[config.mk]
export PLATFORM = sky130hd
export DESIGN_NAME = wp_page_sel
export DESIGN_NICKNAME = d
export VERILOG_FILES = /design/src/rtl/wp_page_sel.sv
export SDC_FILE = /design/constraint.sdc
export NUM_CORES = 1
export LEC_CHECK = 0
export CAP_MARGIN = 10
export CORE_AREA = 8 8 45 47
export DETAILED_ROUTE_END_ITERATION = 7
export DIE_AREA = 0 0 53 55
export PLACE_DENSITY = 0.76
export SYNTH_ARGS = -nofsm -noshare
export SYNTH_HDL_FRONTEND = slang
export SYNTH_SLANG_ARGS = --single-unit
[constraint.sdc]
create_clock -name vclk -period 0.8
set_input_delay 0.12 -clock vclk [all_inputs]
set_output_delay 0.12 -clock vclk [all_outputs]
set_load 0.005 [all_outputs]
[src/rtl/wp_page_sel.sv]
`timescale 1ns/1ps
module wp_page_sel #(
  parameter int ADDR_W = 20,
  parameter int PAGE_W = 10,
  parameter int XA_W   = 8
) (
  input  logic [ADDR_W-1:0]      phys_addr,
  input  logic [XA_W-1:0]        xadr_in,
  input  logic [PAGE_W-XA_W-1:0] aspc_in,
  input  logic                   dma_ack,
  input  logic                   phys_dma,
  output logic [PAGE_W-1:0]      page
);
  localparam int OFS_W = ADDR_W - PAGE_W;
  localparam int AS_W  = PAGE_W - XA_W;

  function automatic logic [PAGE_W-1:0] page_of_addr(input logic [ADDR_W-1:0] a);
    return a[ADDR_W-1 -: PAGE_W];
  endfunction

  function automatic logic [PAGE_W-1:0] page_of_ext(input logic [XA_W-1:0] hi,
                                                    input logic [AS_W-1:0] lo);
    return {hi, lo};
  endfunction

  logic unused_ofs;
  assign unused_ofs = ^phys_addr[OFS_W-1:0];

  logic use_ext;
  assign use_ext = dma_ack && phys_dma;
  assign page    = use_ext ? page_of_ext(xadr_in, aspc_in) : page_of_addr(phys_addr);
endmodule

* Word-level counts from Yosys, hierarchy flattened
Cells that the tools add are included.
** Storage, ports and cells
- Register bits :: 0
- Bits of input ports :: 32
- Output and inout bits :: 10
- Logic and storage cells :: 2
** Cells by class
- Mux-type cells :: 1
- Reduce and logical (&&, ||, !) cells :: 1
** Operators by type and width (count)
- 10-bit two-way mux :: 1
- 1-bit logical AND :: 1

* Longest topological paths before layout
- Word-level depth :: 2
- Mapped depth :: 2
- Gate-level depth less buffers :: 2

* Worst setup path after synthesis
No wires, ideal clock.
- Kind :: input to output
- Start point :: input port dma_ack
- End point :: output port page[0]
- Data arrival time :: 0.569 ns
- Required time :: 0.680 ns
- Slack :: 0.111 ns
- Cell stages on the path :: 2
- Path buffers :: 0
- Cell sequence :: nand2_4 > mux2_2
** Between the ends
- Cells in the longest elaborated chain, start to end :: 2
** RTL lines
- start, declared :: RTL line 10 : input logic dma_ack,
- 1-bit logical AND :: RTL line 30 : assign use_ext = dma_ack && phys_dma;
- 10-bit two-way mux :: RTL line 31 : assign page = use_ext ? page_of_ext(xadr_in, aspc_in) : page_of_addr(phys_addr);
- end, declared :: RTL line 12 : output logic [PAGE_W-1:0] page
No other way between the ends.

* Worst setup path in the final report
- Start point :: input port phys_dma
- End point :: output port page[1]
** Between the ends
- Cells in the longest elaborated chain, start to end :: 2
** RTL lines
- start, declared :: RTL line 11 : input logic phys_dma,
- 1-bit logical AND :: RTL line 30
- 10-bit two-way mux :: RTL line 31
No other way between the ends.

==> flow_metrics.py <==
metrics = {
    "outcome": {
        "outcome": "finished with violations",
        "violations": "negative setup slack",
    },
    "worst_setup_path": {
        "crit_family": "buffers and inverters",
        "crit_slowest_cell": "mux2_4",
        "crit_path_frequent_cell": "buf_6",
        "crit_type": "in -> out",
        "path_buf_inv": 3,
        "cp-end-kind": "output port",
        "path_cells": "buf_12 -> nand2_8 -> buf_6 -> mux2_4 -> buf_6",
        "cpPeakStageDelay_ns": 0.30,
        "cp_max_fo": 4,
        "critPathLaunchType": "input port",
        "path_depth": 5,
        "crit_arrival_ns": 0.83,
        "worstPathRequired_ns": 0.68,
    },
    "floorplanning": {
        "die_h_um": 55,
        "core_area_um2": 1380,
        "io_pins": 42,
        "start_util_pct": 8.95,
        "die_w_um": 53,
        "die_area_um2": 2920,
        "rows": 14,
    },
    "place": {
        "place_congestion": 0.748,
        "io_buffer_count": 32,
        "pre_cts_slack_ns": -0.860,
        "dp_hpwl_um": 765,
    },
    "timing": {
        "finalWorstSetupSlack_ns": -0.153,
        "finalHoldViolations": 0,
        "period_needed_ns": 0.953,
        "slew_headroom_pct": 93.1,
        "final-setup-viol-count": 10,
        "max_freq_mhz": 1050,
        "timing.setup.tns_ns": -1.04,
        "rsz0062_at_grt": "true",
        "period_share_pct": 119,
        "maxSlewViolCount": 0,
        "tightest_slew_ns": 0.104,
    },
    "cells_and_area": {
        "layout-drive-gt1-share_pct": 57.4,
        "ff_latch_area_um2": 0,
        "syn_to_final_growth_pct": 352,
        "diodes": 0,
        "multiInputGateArea_um2": 181,
        "design.seq.count": 0,
        "fill_cells": 137,
        "finalNetCount": 81,
        "nClkBuffers": 0,
    },
    "global_route": {
        "grt_use_total_pct": 6.92,
        "grt_max_degree": 6,
        "antenna_found_initial": 0,
        "grt-ovfl-total": 0,
        "grt_pass1_wl_mm": 1.55,
        "grt_pass1_vias": 280,
    },
    "synth": {
        "synth_cell_types": 2,
        "yosys.area.top_type": "mux2_2",
        "synth_common_cells": "10 x mux2_2, 1 x nand2_4",
        "syn_avg_cell_area_um2": 11.3,
        "synth_top_cell_area_share_pct": 90.9,
        "yosysSeqAreaShare_pct": 0,
        "synth.most_common_cell": "mux2_2",
        "syn_inst": 11,
        "synthTopCellsByArea": "mux2_2 91%, nand2_4 9.1%",
        "syn-cell-area_um2": 124,
        "synth_nets": 43,
        "yosysWarnings": 0,
    },
    "drt": {
        "vias": 255,
        "firstDrtPassIters": 3,
        "remaining_drc_errors": 0,
        "routed_via_density": 4.05,
        "wl_per_cell_um": 18.0,
        "routed_wl_mm": 1.14,
        "postRouteAntennaNets": 0,
        "drt_first_iter_violations": 1,
    },
    "power": {
        "pwr_density_cell_nw_per_um2": 543,
        "vdd_drop_max_mv": 0.109,
        "leakagePower_nw": 0.301,
    },
    "run": {
        "max_cap_violations": 0,
    },
    "worst_hold_path": {
        "whs_path_depth": 3,
        "hold_end": "page[3]",
        "hp-start": "xadr_in[1]",
        "hold_path_class": "in -> out",
    },
    "cts": {
        "cts-hold-fix-buffers": 0,
    },
}
==> worst max path at each step <==
stage             start       to  slack (ns)
2_1_floorplan   dma_ack  page[0]        0.11
3_3_place_gp    dma_ack  page[2]       -0.85
3_5_place_dp    dma_ack  page[4]       -0.86
4_1_cts         dma_ack  page[1]       -0.14
5_1_grt        phys_dma  page[1]       -0.17
6_report       phys_dma  page[1]       -0.15
==> logic make-up after synthesis <==
kind of cell,count (synthesis),synth area share (%)
AND/OR/NAND/NOR,1,9.09
multiplexers,10,90.9
==> routing by layer <==
layer | vias to the layer above | wire (µm) | GRT usage (%)
li1 | 116 | - | -
met2 | 22 | 469 | 10.7
met5 | - | 0 | 0
met1 | 117 | 514 | 9.50
met3 | 0 | 153 | 2.41
met4 | 0 | 0 | 0
==> report_power, final <==
| group | total, mW | internal (mW) | switching [mW] |
|---|---|---|---|
| Combinational | 0.304 | 0.214 | 0.0895 |
| Clock | 0 | 0 | 0 |
| Sequential | 0 | 0 | 0 |
==> per-stage QoR <==
step	hold WS (ns)	instance area [µm²]	utilization [%]	instances	total power [mW]
floorplan	0.369	124	-	11	0.0604
global placement	1.32	464	33.5	59	0.253
detailed placement	1.32	464	33.5	59	0.253
CTS	0.628	551	39.8	63	0.299
global route	0.647	559	40.4	63	0.320
finish	0.629	559	40.4	63	0.304
==> cell usage in the layout, fill, tap and decap left out <==
master,count
clkdlybuf4s15_1,1
nand2_8,1
mux2_4,10
dlygate4sd2_1,19
buf_6,13
buf_8,1
buf_12,1
nand2_4,1
==> final cells by class <==
type	count	area share, %
timing repair buffer	35	64.0
tap	16	3.58
multi-input combinational	12	32.4
==> timing repair <==
item                       in CTS  in global routing
pin swaps                       2                  1
cloned                          1                  0
resized for setup              99                  2
setup buffers                   3                  0
setup endpoints to repair      10                 10
Power figures use the tool's default switching activity.
